**src/rtl/bor_pkg.sv**
```systemverilog
package bor_pkg;
    localparam int IDLE_W = 16;
    localparam int NIB_W  = 4;

    typedef logic [IDLE_W-1:0] idle_t;
    typedef logic [NIB_W-1:0]  nib_t;

    typedef enum logic [1:0] {
        ST_HOLD,
        ST_COUNT,
        ST_RUN
    } seq_state_e;

    typedef struct packed {
        logic above_bor;
        logic above_por;
    } sup_flags_t;

    localparam idle_t PRESET_BASE = idle_t'(16'h00F0);

    // preset = 0x00F0 with the low nibble from the free-running counter
    function automatic idle_t preset_of(input nib_t nib);
        return PRESET_BASE | idle_t'(nib);
    endfunction
endpackage

```
**src/rtl/bor_sync.sv**
```systemverilog
module bor_sync #(
    parameter int W      = 2,
    parameter int STAGES = 2
) (
    input  logic         clk,
    input  logic         rst,
    input  logic [W-1:0] d,
    output logic [W-1:0] q
);
    logic [W-1:0] stg [0:STAGES-1];

    always_ff @(posedge clk) begin
        if (rst) begin
            for (int i = 0; i < STAGES; i++) stg[i] <= '0;
        end else begin
            stg[0] <= d;
            for (int i = 1; i < STAGES; i++) stg[i] <= stg[i-1];
        end
    end

    assign q = stg[STAGES-1];
endmodule

```
**src/rtl/bor_delay.sv**
```systemverilog
module bor_delay #(
    parameter int DLY_MS = 3
) (
    input  logic clk,
    input  logic rst,
    input  logic above_por,
    input  logic ms_tick,
    output logic done
);
    localparam int CW = $clog2(DLY_MS + 2);
    localparam logic [CW-1:0] LAST = CW'(DLY_MS);

    logic [CW-1:0] cnt;

    always_ff @(posedge clk) begin
        if (rst || !above_por) cnt <= '0;
        else if (ms_tick && cnt != LAST) cnt <= cnt + 1'b1;
    end

    assign done = (cnt == LAST);
endmodule

```
**src/rtl/bor_idle_fsm.sv**
```systemverilog
module bor_idle_fsm
    import bor_pkg::*;
(
    input  logic  clk,
    input  logic  rst,
    input  logic  above_bor,
    input  logic  dly_done,
    input  logic  cyc_tick,
    input  nib_t  nib,
    output logic  hold,
    output idle_t tmr
);
    seq_state_e state;

    always_ff @(posedge clk) begin
        if (rst) begin
            state <= ST_HOLD;
            tmr   <= preset_of(nib);
        end else begin
            unique case (state)
                ST_HOLD: begin
                    tmr <= preset_of(nib);
                    if (above_bor && dly_done) state <= ST_COUNT;
                end
                ST_COUNT: begin
                    if (!above_bor) begin
                        state <= ST_HOLD;
                        tmr   <= preset_of(nib);
                    end else if (cyc_tick) begin
                        if (tmr == '0) state <= ST_RUN;
                        tmr <= tmr - 1'b1;
                    end
                end
                ST_RUN: begin
                    if (!above_bor) begin
                        state <= ST_HOLD;
                        tmr   <= preset_of(nib);
                    end else if (cyc_tick) begin
                        tmr <= tmr - 1'b1;
                    end
                end
                default: begin
                    state <= ST_HOLD;
                    tmr   <= preset_of(nib);
                end
            endcase
        end
    end

    assign hold = (state != ST_RUN);
endmodule

```
**src/rtl/bor_reset_seq.sv**
```systemverilog
module bor_reset_seq
    import bor_pkg::*;
#(
    parameter bit BROWNOUT_EN = 1'b1,
    parameter int DLY_MS      = 3,
    parameter int SYNC_STAGES = 2
) (
    input  logic              clk,
    input  logic              rst,
    input  logic              above_bor_i,
    input  logic              above_por_i,
    input  logic              ms_tick,
    input  logic              cyc_tick,
    output logic              core_rst,
    output logic [IDLE_W-1:0] idle_cnt
);
    sup_flags_t flags_raw, flags_s;
    logic ok_s, on_s, dly_done, ok_use, done_use, seq_hold;
    nib_t nib;

    assign flags_raw = '{above_bor: above_bor_i, above_por: above_por_i};

    bor_sync #(.W($bits(sup_flags_t)), .STAGES(SYNC_STAGES)) u_sync (
        .clk(clk), .rst(rst), .d(flags_raw), .q(flags_s)
    );

    assign ok_s = flags_s.above_bor;
    assign on_s = flags_s.above_por;

    bor_delay #(.DLY_MS(DLY_MS)) u_delay (
        .clk(clk), .rst(rst), .above_por(on_s), .ms_tick(ms_tick), .done(dly_done)
    );

    always_ff @(posedge clk) begin
        if (rst) nib <= '0;
        else     nib <= nib + 1'b1;
    end

    generate
        if (BROWNOUT_EN) begin : g_bor
            assign ok_use   = ok_s;
            assign done_use = dly_done;
            assign core_rst = rst | seq_hold;
        end else begin : g_nobor
            assign ok_use   = 1'b1;
            assign done_use = 1'b1;
            assign core_rst = rst;
        end
    endgenerate

    bor_idle_fsm u_fsm (
        .clk(clk), .rst(rst), .above_bor(ok_use), .dly_done(done_use),
        .cyc_tick(cyc_tick), .nib(nib), .hold(seq_hold), .tmr(idle_cnt)
    );
endmodule

```
**config.mk**
```make
export PLATFORM = sky130hd
export DESIGN_NAME = bor_reset_seq
export DESIGN_NICKNAME = d
export VERILOG_FILES = /design/src/rtl/bor_pkg.sv /design/src/rtl/bor_sync.sv /design/src/rtl/bor_delay.sv /design/src/rtl/bor_idle_fsm.sv /design/src/rtl/bor_reset_seq.sv
export SDC_FILE = /design/constraint.sdc
export NUM_CORES = 1
export LEC_CHECK = 0
export BUFFER_PORTS_ARGS = -buffer_cell sky130_fd_sc_hd__clkbuf_2
export CORE_MARGIN = 5
export CORE_UTILIZATION = 45
export CTS_CLUSTER_SIZE = 8
export DETAILED_ROUTE_END_ITERATION = 10
export PLACE_DENSITY = 0.66
export SYNTH_ARGS = -nofsm -noshare
export SYNTH_HDL_FRONTEND = slang
export SYNTH_SLANG_ARGS = --single-unit
```
**constraint.sdc**
```tcl
create_clock -name clk -period 2.2 [get_ports clk]
set_clock_uncertainty 0.05 [all_clocks]
set_input_delay 0.33 -clock clk [delete_from_list [all_inputs] [get_ports clk]]
set_output_delay 0.33 -clock clk [all_outputs]
set_load 0.05 [all_outputs]
```
# Word level (Yosys, flattened, before mapping)
# Memories as Yosys holds them, arrays and structs flattened.
# Index checks and enable logic that the tools add are counted.
[totals]
output_inout_bits = 17
ram_bits = 4
n_memories = 1
inputBits = 6
regBits = 25
word_cells = 48
[op_classes]
add_sub_neg = 3
mux = 15
n_reduce_logical = 9
n_bitwise = 5
eq_ne = 10
[mem_list]
columns = ["memory", "words", "width", "read_ports", "rd_clocked_by_memory_dff", "wr", "line_no", "source"]
rows = [
  ["u_sync.stg", 2, 2, 2, 0, 2, "bor_sync.sv:10", "logic [W-1:0] stg [0:STAGES-1];"],
]
[op_table]
columns = ["cell", "n"]
rows = [
  ["16-bit zero test", 1],
  ["4-bit two-way mux", 4],
  ["16-bit by 1-bit subtractor with 16-bit output, second input constant", 1],
  ["2-bit two-way mux", 7],
  ["3-bit by 2-bit inequality test with 1-bit output, second input constant", 2],
  ["2-bit case mux with 3 select lines", 1],
  ["4-bit by 1-bit adder with 4-bit output, second input constant", 1],
  ["2-bit inequality test, second input constant", 2],
  ["4-bit inequality test, second input constant", 1],
  ["4-bit AND reduction", 1],
  ["3-bit by 1-bit adder with 3-bit output, second input constant", 1],
  ["3-bit by 2-bit equality test with 1-bit output, second input constant", 1],
  ["1-bit two-way mux", 3],
  ["3-bit inequality test, second input constant", 1],
  ["1-bit OR", 3],
  ["3-bit OR reduction", 1],
  ["2-bit by 1-bit equality test with 1-bit output, second input constant", 1],
  ["2-bit equality test, second input constant", 1],
  ["1-bit logical AND", 2],
  ["2-bit zero test", 1],
  ["2-bit by 1-bit inequality test with 1-bit output, second input constant", 1],
  ["1-bit inverter", 2],
  ["2-bit OR reduction", 1],
  ["1-bit zero test", 1],
  ["1-bit logical OR", 1],
]

# Longest topological paths before layout
# Gate-level depths: netlist of the first run.
[depth]
ltp_word = 5
ltp_mapped = 7

# By module
# From an unflattened synthesis of the first run, not the netlist that was laid out.
[hier_totals]
cells_unflattened = 145
hier_area_um2 = 1390.1
[by_module_without_submodules]
columns = ["mod", "n_inst", "cells_each", "area_each_um2"]
rows = [
  ["bor_idle_fsm", 1, 107, 967.2],
  ["bor_delay", 1, 14, 151.4],
  ["bor_reset_seq", 1, 14, 151.4],
  ["bor_sync", 1, 10, 120.1],
]

# Worst setup path after synthesis of the first run
# Ideal clock, no wire load.
[synth_timing]
path_kind = "reg2reg"
start = "register u_fsm.tmr[0]"
end = "register u_fsm.tmr[14]"
stages_incl_launch_ff = 8
arrival_ps = 1963
synth_period_minus_slack_ps = 2084
slack_ps = 116
n_path_buf = 1
path_cell_list = "edfxtp_1 inv_1 ha_1 nor4bb_1 buf_2 nand4_1 or4_1 a21oi_1"
[synth_via]
elab_chain_len = 1
[synth_lines]
columns = ["item", "line_no", "source"]
rows = [
  ["start, declared", "bor_idle_fsm.sv:11", "output idle_t tmr"],
  ["start signal, assigned", "bor_idle_fsm.sv:18", "tmr <= preset_of(nib);"],
  ["start signal, assigned", "bor_idle_fsm.sv:22", "tmr <= preset_of(nib);"],
  ["start signal, assigned", "bor_idle_fsm.sv:28", "tmr <= preset_of(nib);"],
  ["16-bit by 1-bit subtractor with 16-bit output", "bor_idle_fsm.sv:31, bor_idle_fsm.sv:39", ""],
]
# Every way passes these cells.
# A chain may end at the register's enable or synchronous reset.

# Final worst setup path of the first run
# Same ends and word-level chain as after synthesis.

==> summary.txt, run 1 <==
Run status
  • Status: completed

Setup path
  • Crit end category: register
  • End of the critical path: u_fsm.tmr[14]
  • CP max FO: 4
  • Worst r2r path cells: 6
  • Flop2flop setup slack: 0.25 ns
  • CP arrival: 2.14 ns
  • Critical path launch point type: register
  • Crit path kind: register to register
  • Worst Setup SP: u_fsm.tmr[0]
  • WP data required: 2.39 ns
  • Worst R2R End: u_fsm.tmr[14]
  • R2R Path Start: u_fsm.tmr[0]

Placed design
  • IO Port Bufs: 22
  • DP Wirelength: 1870 µm
  • Gpl congestion: 0.788

Timing
  • Fmax: 513 MHz
  • Worst-Margin Slew: 0.529 ns
  • Setup TNS: 0 ns
  • Final setup vio count: 0
  • Unrepaired setup endpoints after global routing: no
  • Max Slew Vio Count: 0
  • Worst slew margin: 64.7%
  • Final Hold Viols: 0
  • Fin crit share: 88.6%
  • Fin crit period: 1.95 ns

Global route
  • Largest net degree at the start of global routing: 17
  • Total track usage: 13.4%
  • First-pass GRT wire length: 4380 µm
  • Total global routing overflow: 0
  • Vias in the first global route: 1021
  • Initial antenna violation count: 0

Floorplan
  • Die X: 64.9 µm
  • Starting density of the core: 45.5%
  • Die height: 64.9 µm
  • I/O pin total: 23
  • Die area: 4210 µm²
  • Core footprint: 2980 µm²
  • Number of core rows: 20

Clocking
  • Worst skew pair latency: 0.32 ns
  • Clock Tree Buf Depth: 2
  • Post-CTS Setup Bufs: 0
  • Number of buffers created by CTS: 5
  • CTS Sinks: 29
  • Hold Buf Count CTS: 0
  • H-tree levels: 2
  • Clock root buffer: clkbuf_4
  • CTS clk-pin slew, worst paths: 0.09 ns
  • Number of gates resized after CTS: 0
  • CTS tree: yes

Route
  • DR DRC count: 0
  • Vias after detailed routing: 1069
  • Drt pass-1 iters: 4
  • Antenna-violating nets left: 0
  • Post-Route WL: 2510 µm
  • DR iter-0 viols: 59
  • Via/cell ratio: 5.29
  • Routed len/inst: 12.4 µm

Yosys
  • Async SR Flop Fraction: 0%
  • Syn Inst Count: 139
  • Dominant cells by area after synthesis: dfxtp_1 37%, edfxtp_1 8.9%, ha_1 7.4%, xor2_1 3.9%, nor2_1 3.6%
  • Syn avg cell area: 9.74 µm²
  • Post-Syn Area: 1350 µm²
  • Post-synth EDFFs: 4
  • Largest area contributor in the netlist: dfxtp_1
  • Most used DFF post-synth: dfxtp_1
  • Register area share after synthesis: 45.8%
  • Synth top area share: 37.0%
  • Netlist cell types: 37
  • Post-Syn Nets: 153
  • Seq cells post-synth: 29
  • Synth warnings: 0

Cells and area
  • Nets@finish: 182
  • Multi-input gate area: 698 µm²
  • Post-layout util: 53.0%
  • Fillers: 274
  • Commonest non-fill, non-tap cell in the layout: dfxtp_1
  • Most frequent cells in the layout: 25 x dfxtp_1, 22 x clkbuf_2, 13 x nor2_1
  • Synth-to-Final Area Change: 16.5%
  • # diodes: 0
  • FF+latch area: 621 µm²
  • Share of post-route cells with drive strength above 1: 23.1%

Power and ir drop
  • Leak: 0.626 nW
  • PD cells: 619 nW/µm²
  • Max VDD drop: 0.000406 V

Run
  • Max-Cap Viols: 0

Hold path
  • Class of the worst hold path: input port to register
  • Hold_sp: above_por_i
[cells in the mapped netlist (2+ instances only)]
master / number
nor2_1: 13
or4_1: 3
nand4_1: 2
xor2_1: 6
o31ai_1: 3
mux2i_1: 2
nand2b_1: 4
xnor2_1: 5
inv_1: 5
nor2b_1: 7
edfxtp_1: 4
a21oi_1: 5
dfxtp_1: 25
clkbuf_1: 3
or3_1: 3
nand3_1: 5
ha_1: 8
o21ai_1: 7
and2_1: 2
nand2_1: 10
[layout make-up]
class / instances / area share (%)
inverters: 5 / 1.19
clock buffers: 8 / 3.73
repair buffers: 26 / 8.88
flip-flops and latches: 29 / 39.3
multi-input cells: 101 / 44.3
well taps: 33 / 2.62
[worst min path at each step]
| stage | endpoint | slack [ns] | depth (start not counted) |
|---|---|---|---|
| final | u_sync.stg[0][0] | 0.17 | 2 |
| after global routing | u_sync.stg[0][1] | 0.17 | 2 |
| after CTS | u_sync.stg[0][0] | 0.16 | 2 |
| after detailed placement | u_sync.stg[0][3] | 0.38 | 1 |
| after global placement | u_sync.stg[0][3] | 0.37 | 1 |
| after floorplan | u_sync.stg[0][2] | 0.36 | 1 |
[where the power goes]
group | internal [W] | switching [W] | total (W)
clock network | 0.000158 | 0.000175 | 0.000333
logic | 0.0000354 | 0.0000487 | 0.0000841
registers | 0.000550 | 0.0000107 | 0.000560
[flip-flops by register name, indices dropped and copies added (netlist names)]
name,cells
nib,4
u_delay.cnt,3
u_fsm.state,2
u_fsm.tmr,16
u_sync.stg,4
[cells by family after synthesis]
logic type                 Yosys count  share of synthesized area [%]
DFF                                 29                           45.8
buffers and inverters                9                           2.59
xor gates and xnor gates            11                           7.12
and+or+nand+nor                     60                           25.8
muxes                                2                           1.48
AOI/OAI and AO/OA                   20                           9.80
adders and majority gates            8                           7.39
[metal layers]
| layer | GRT usage [%] | part of all wire (%) |
|---|---|---|
| met1 | 15.8 | 45 |
| met3 | 4.51 | 4.7 |
| met4 | 5.80 | 1.4 |
| met5 | 0 | 0 |
| met2 | 22.0 | 49 |
[worst max-delay path, stage by stage (launching register included)]
cell      delay, ns
edfxtp_1       0.46
inv_1          0.09
ha_1           0.17
nor4bb_1       0.33
nand4_1        0.21
or4_1          0.43
a21oi_1        0.14
[per-stage QoR]
stage,power (W),cell area [µm²],std cells,worst slack (ns),hold slack [ns]
2_1_floorplan,0.000630,1350,139,0.116,0.364
3_3_place_gp,0.000655,1520,194,0.332,0.372
3_5_place_dp,0.000657,1520,194,0.238,0.377
4_1_cts,0.000987,1580,202,0.211,0.164
5_1_grt,0.00103,1580,202,0.0819,0.172
6_report,0.000977,1580,202,0.250,0.174
Note: power is estimated with default switching activity, not from simulation.
==> inputs of run 2 (changes only) <==
Settings changed: ABC_AREA set to 1.
==> run 2 against run 1 <==
  * Power increased by 1.3%
  * Setup slack better by 0.24 ns
  * Die area increased by 6.3%
  * Register-to-register slack gained 0.32 ns
  * Flip-flop and latch count did not move
  * Synthesized cell count increased by 35%
  * Critical endpoint is now core_rst
  * Non-clock buffer count fell by 3
  * Count of clock-buffer cells in the layout decreased by 1
  * Fmax rose by 14%
==> summary.txt, run 2 <==
Global route
  • Total global routing overflow: 0
  • Initial antenna violation count: 0
  • Total track usage: 14.7%
  • Vias in the first global route: 1147
  • Largest net degree at the start of global routing: 14
  • First-pass GRT wire length: 4820 µm

Setup path
  • CP max stage delay: 0.37 ns
  • Cell Chain, Critical Path: inv_1 > ha_1 > nand2_1 > clkbuf_2
  • CP max FO: 3
  • Critical path launch point type: register
  • CP arrival: 1.33 ns
  • Crit end category: output port
  • Crit-path slowest cell: dfxtp_1
  • Delay-heaviest family, CP: flip-flops
  • WP buf/inv: 2
  • WP data required: 1.82 ns
  • Crit path kind: register to output port

Timing
  • Final Hold Viols: 0
  • Worst Setup Slack, final: 0.493 ns
  • Fmax: 586 MHz
  • Max Slew Vio Count: 0
  • Fin crit period: 1.71 ns
  • Hold Worst Slack: 0.141 ns
  • Fin crit share: 77.6%
  • Worst-Margin Slew: 0.339 ns
  • Setup TNS: 0 ns
  • Final setup vio count: 0
  • Unrepaired setup endpoints after global routing: no
  • Worst slew margin: 77.2%

Power and ir drop
  • PD cells: 594 nW/µm²
  • Max VDD drop: 0.000406 V
  • Leak: 0.733 nW

Clocking
  • Post-CTS Setup Bufs: 0
  • CTS clk-pin slew, worst paths: 0.08 ns
  • H-tree levels: 2
  • Hold Buf Count CTS: 0
  • CTS Sinks: 29
  • CTS tree: yes
  • Number of buffers created by CTS: 5
  • Worst skew pair latency: 0.32 ns
  • Clock root buffer: clkbuf_4
  • Clock Tree Buf Depth: 2
  • Number of gates resized after CTS: 0

Cells and area
  • Final instance area: 1670 µm²
  • Most frequent cells in the layout: 32 x nand2_1, 31 x nor2_1, 28 x inv_1
  • Max reg flops: 16
  • Synth-to-Final Area Change: 14.5%
  • Commonest non-fill, non-tap cell in the layout: nand2_1
  • # diodes: 0
  • Biggest regs: u_fsm.tmr (16), nib (4), u_sync.stg (4)
  • Share of post-route cells with drive strength above 1: 20.9%
  • Nets@finish: 229
  • Reg with most FFs: u_fsm.tmr

Floorplan
  • Die height: 66.9 µm
  • I/O pin total: 23
  • Die area: 4470 µm²
  • Starting density of the core: 47.3%
  • Die X: 66.9 µm
  • Core footprint: 3080 µm²
  • Number of core rows: 20

Yosys
  • Simple-gate share of the synthesized area: 32.5%
  • Seq cells post-synth: 29
  • Post-Syn Area: 1460 µm²
  • Netlist cell types: 24
  • Post-Synth XOR/XNOR Area: 3.01%
  • Async SR Flop Fraction: 0%
  • Register area share after synthesis: 42.6%
  • Dominant cells by area after synthesis: dfxtp_1 34%, edfxtp_1 8.3%, nand2_1 8.3%, nor2_1 8.0%, inv_1 7.2%
  • Synth warnings: 0
  • Most common cell in the netlist: nand2_1
  • Post-synthesis mux area share: 0%
  • Adder-Cell Fraction of Synth Area: 6.88%
  • Largest family of logic cells by synthesized area: simple AND/OR/NAND/NOR gates
  • Post-Syn Nets: 201
  • Commonest cells in the netlist: 32 x nand2_1, 31 x nor2_1, 28 x inv_1
  • Synth top area share: 34.4%
  • Syn Inst Count: 187
  • Syn avg cell area: 7.78 µm²
  • Synth Area in Compound Gates: 6.10%
  • Post-synth EDFFs: 4
  • Most used DFF post-synth: dfxtp_1
  • Largest area contributor in the netlist: dfxtp_1

Route
  • Routed len/inst: 10.7 µm
  • Drt pass-1 iters: 4
  • DR DRC count: 0
  • Post-Route WL: 2770 µm
  • DR iter-0 viols: 53
  • Via/cell ratio: 4.69
  • Vias after detailed routing: 1214
  • Antenna-violating nets left: 0

Placed design
  • Placed standard-cell area: 1610 µm²
  • IO Port Bufs: 22
  • DP Wirelength: 2220 µm
  • DP Worst Slack: 0.580 ns
  • Gpl congestion: 0.813

Run status
  • Status: completed

Hold path
  • Class of the worst hold path: input port to register

Run
  • Max-Cap Viols: 0
[run 2: cell families after synthesis]
logic type / count (synthesis)
simple gates: 96
buf+inv: 32
flops: 29
compound gates: 17
fa+ha+maj: 8
xor+xnor: 5
[run 2: path summary, 6_finish.rpt]
check                   startpoint          endpoint  slack (ns)  cells after the start
setup / recovery    u_fsm.state[0]          core_rst        0.49                      4
hold / removal         above_por_i  u_sync.stg[0][0]        0.14                      3
setup reg to reg      u_fsm.tmr[0]    u_fsm.state[0]        0.57                     11
hold reg to reg   u_sync.stg[0][0]  u_sync.stg[0][2]        0.35                      2
[run 2: area by class of cell]
class                           count  area (µm²)
Clock buffer                        7        55.1
Fill cell                         314        1410
Inverter                           30         113
Multi-Input combinational cell    126         706
Sequential cell                    29         621
Tap cell                           44        55.1
Timing Repair Buffer               23         118
[run 2: tightest hold or removal path, cell delays in order]
cell      delay, ns
clkbuf_2       0.08
inv_1          0.04
nor2_1         0.03
[run 2: routing by layer]
metal	vias to the layer above	wire length (µm)	global-route usage, %
li1	644	-	-
met1	537	1220	16.7
met2	31	1370	24.1
met3	2	161	6.58
met4	0	18	5.32
met5	-	0	0
[run 2: per-stage QoR]
| step | total power, W | instances | utilization [%] |
|---|---|---|---|
| after floorplan | 0.000660 | 187 | - |
| after global placement | 0.000679 | 252 | 52.4 |
| after detailed placement | 0.000684 | 252 | 52.4 |
| after CTS | 0.00101 | 259 | 54.1 |
| after global routing | 0.00106 | 259 | 54.1 |
| final | 0.000990 | 259 | 54.1 |
[run 2: power breakdown]
part | leakage, nW | switching, W | total (W) | internal [W]
Sequential | 0.251 | 0.0000151 | 0.000568 | 0.000553
Combinational | 0.451 | 0.0000682 | 0.000103 | 0.0000345
Clock | 0.0314 | 0.000169 | 0.000319 | 0.000151
Total | 0.733 | 0.000252 | 0.000990 | 0.000738
==> inputs of run 3 (changes only) <==
Clock period 2.2 ns to 1.7 ns, I/O delays scaled along.
==> run 3 against run 2 <==
  * Sequential share of layout area decreased by 0.58 points
  * First-iteration DRC count increased by 13%
  * Register-to-register slack got worse by 0.44 ns
  * Largest power group unchanged
  * Wire length increased by 1.4%
  * Critical path type unchanged
  * Flip-flop and latch count unchanged
  * Final area increased by 1.6%
  * Final cell count increased by 1.9%
  * Power increased by 28%
  * Worst hold slack got worse by 0.082 ns
==> summary.txt, run 3 (synthesized netlist as in run 2, its figures left out) <==
Placed design
  • DP Wirelength: 2230 µm
  • IO Port Bufs: 22
  • Gpl congestion: 0.821
  • Placed insts: 253

Power and ir drop
  • PD cells: 746 nW/µm²
  • Max VDD drop: 0.000448 V
  • Leak: 0.746 nW

Timing
  • Max Slew Vio Count: 0
  • Final Hold Viols: 0
  • Worst slew margin: 76.5%
  • Fin crit period: 1.59 ns
  • Fmax: 630 MHz
  • Worst-Margin Slew: 0.349 ns
  • Fin crit share: 93.4%
  • Unrepaired setup endpoints after global routing: no
  • Final setup vio count: 0

Global route
  • Total track usage: 14.3%
  • Total global routing overflow: 0
  • Largest net degree at the start of global routing: 10
  • Initial antenna violation count: 0
  • First-pass GRT wire length: 4640 µm
  • Vias in the first global route: 1126

Setup path
  • Flop2flop setup slack: 0.13 ns
  • CP max FO: 3
  • Crit path kind: register to output port
  • Critical path launch point type: register
  • Crit end category: output port
  • CP arrival: 1.28 ns
  • WP data required: 1.39 ns

Route
  • Antenna-violating nets left: 0
  • Vias after detailed routing: 1240
  • Max layer used: met4
  • Drt pass-1 iters: 4
  • Met2 WL: 1340 µm
  • DR iter-0 viols: 60
  • Routed len/inst: 10.6 µm
  • M1 WL: 1220 µm
  • DR DRC count: 0
  • Met3 WL post-DR: 161 µm
  • Via/cell ratio: 4.70
  • Post-Route WL: 2810 µm

Clocking
  • H-tree levels: 2
  • Worst skew pair latency: 0.33 ns
  • Clock Tree Buf Depth: 2
  • CTS Sinks: 29
  • CTS tree: yes
  • Hold Buf Count CTS: 0
  • CTS clk-pin slew, worst paths: 0.08 ns
  • Number of buffers created by CTS: 5
  • Clock root buffer: clkbuf_4

Cells and area
  • Max reg flops: 16
  • Biggest regs: u_fsm.tmr (16), nib (4), u_sync.stg (4)
  • Synth-to-Final Area Change: 16.3%
  • Nets@finish: 233
  • Fin cells: 264
  • Reg with most FFs: u_fsm.tmr
  • Most frequent cells in the layout: 32 x nand2_1, 31 x nor2_1, 26 x inv_1
  • # diodes: 0
  • Fillers: 329
  • Post-layout util: 55.0%
  • Share of post-route cells with drive strength above 1: 22.7%
  • Commonest non-fill, non-tap cell in the layout: nand2_1

Run
  • Max-Cap Viols: 0

Hold path
  • Class of the worst hold path: input port to register

Run status
  • Status: completed

Floorplan
  • Die height: 66.9 µm
  • I/O pin total: 23
  • Number of core rows: 20
  • Die X: 66.9 µm
  • Core footprint: 3080 µm²
  • Die area: 4470 µm²
  • Starting density of the core: 47.3%
-- run 3: where the power goes --
| part | internal (W) | leakage, nW | switching [W] |
|---|---|---|---|
| sequential | 0.000715 | 0.251 | 0.0000205 |
| combinational | 0.0000516 | 0.469 | 0.0000898 |
| clock | 0.000164 | 0.0265 | 0.000221 |
| total | 0.000931 | 0.746 | 0.000331 |
-- run 3: layer usage --
layer,track usage (%),vias to the layer above
met3,4.89,7
met5,0,-
li1,-,654
met4,9.87,0
met2,23.8,22
met1,15.0,557
-- run 3: metrics by stage --
step           hold WS (ns)   TNS, ns  cell area, µm²  worst slack, ns  total power (W)
3_5_place_dp          0.346         0            1620            0.132         0.000887
5_1_grt              0.0453         0            1690           0.0109          0.00134
2_1_floorplan         0.312  -0.00243            1460         -0.00149         0.000855
4_1_cts              0.0334         0            1670           0.0240          0.00129
6_report             0.0586         0            1690            0.112          0.00126
3_3_place_gp          0.342         0            1620            0.154         0.000880
-- run 3: final timing paths --
path / from / endpoint / cells after the start
worst max-delay path: u_fsm.state[0] / core_rst / 4
worst min-delay path: above_por_i / u_sync.stg[0][0] / 3
worst max register to register: u_fsm.tmr[0] / u_fsm.state[0] / 11
worst min register to register: u_sync.stg[0][0] / u_sync.stg[0][2] / 2
-- run 3: layout make-up --
class	count	area [µm²]	share of cell area (%)
clock buffer	8	48.8	2.88
inverter	30	113	6.65
multi-input combinational	126	706	41.7
sequential	29	621	36.7
tap	44	55.1	3.25
timing repair buffer	27	150	8.87
-- run 3: worst max-delay path: stages (launching register included) --
cell	delay [ns]
dfxtp_1	0.37
inv_1	0.09
ha_1	0.22
nand2_1	0.07
clkbuf_4	0.22
-- run 3: what timing repair did --
action,4_1_cts,5_1_grt
endpoints found under the setup margin,0,3
buffers inserted,0,3
gates resized for setup,0,3
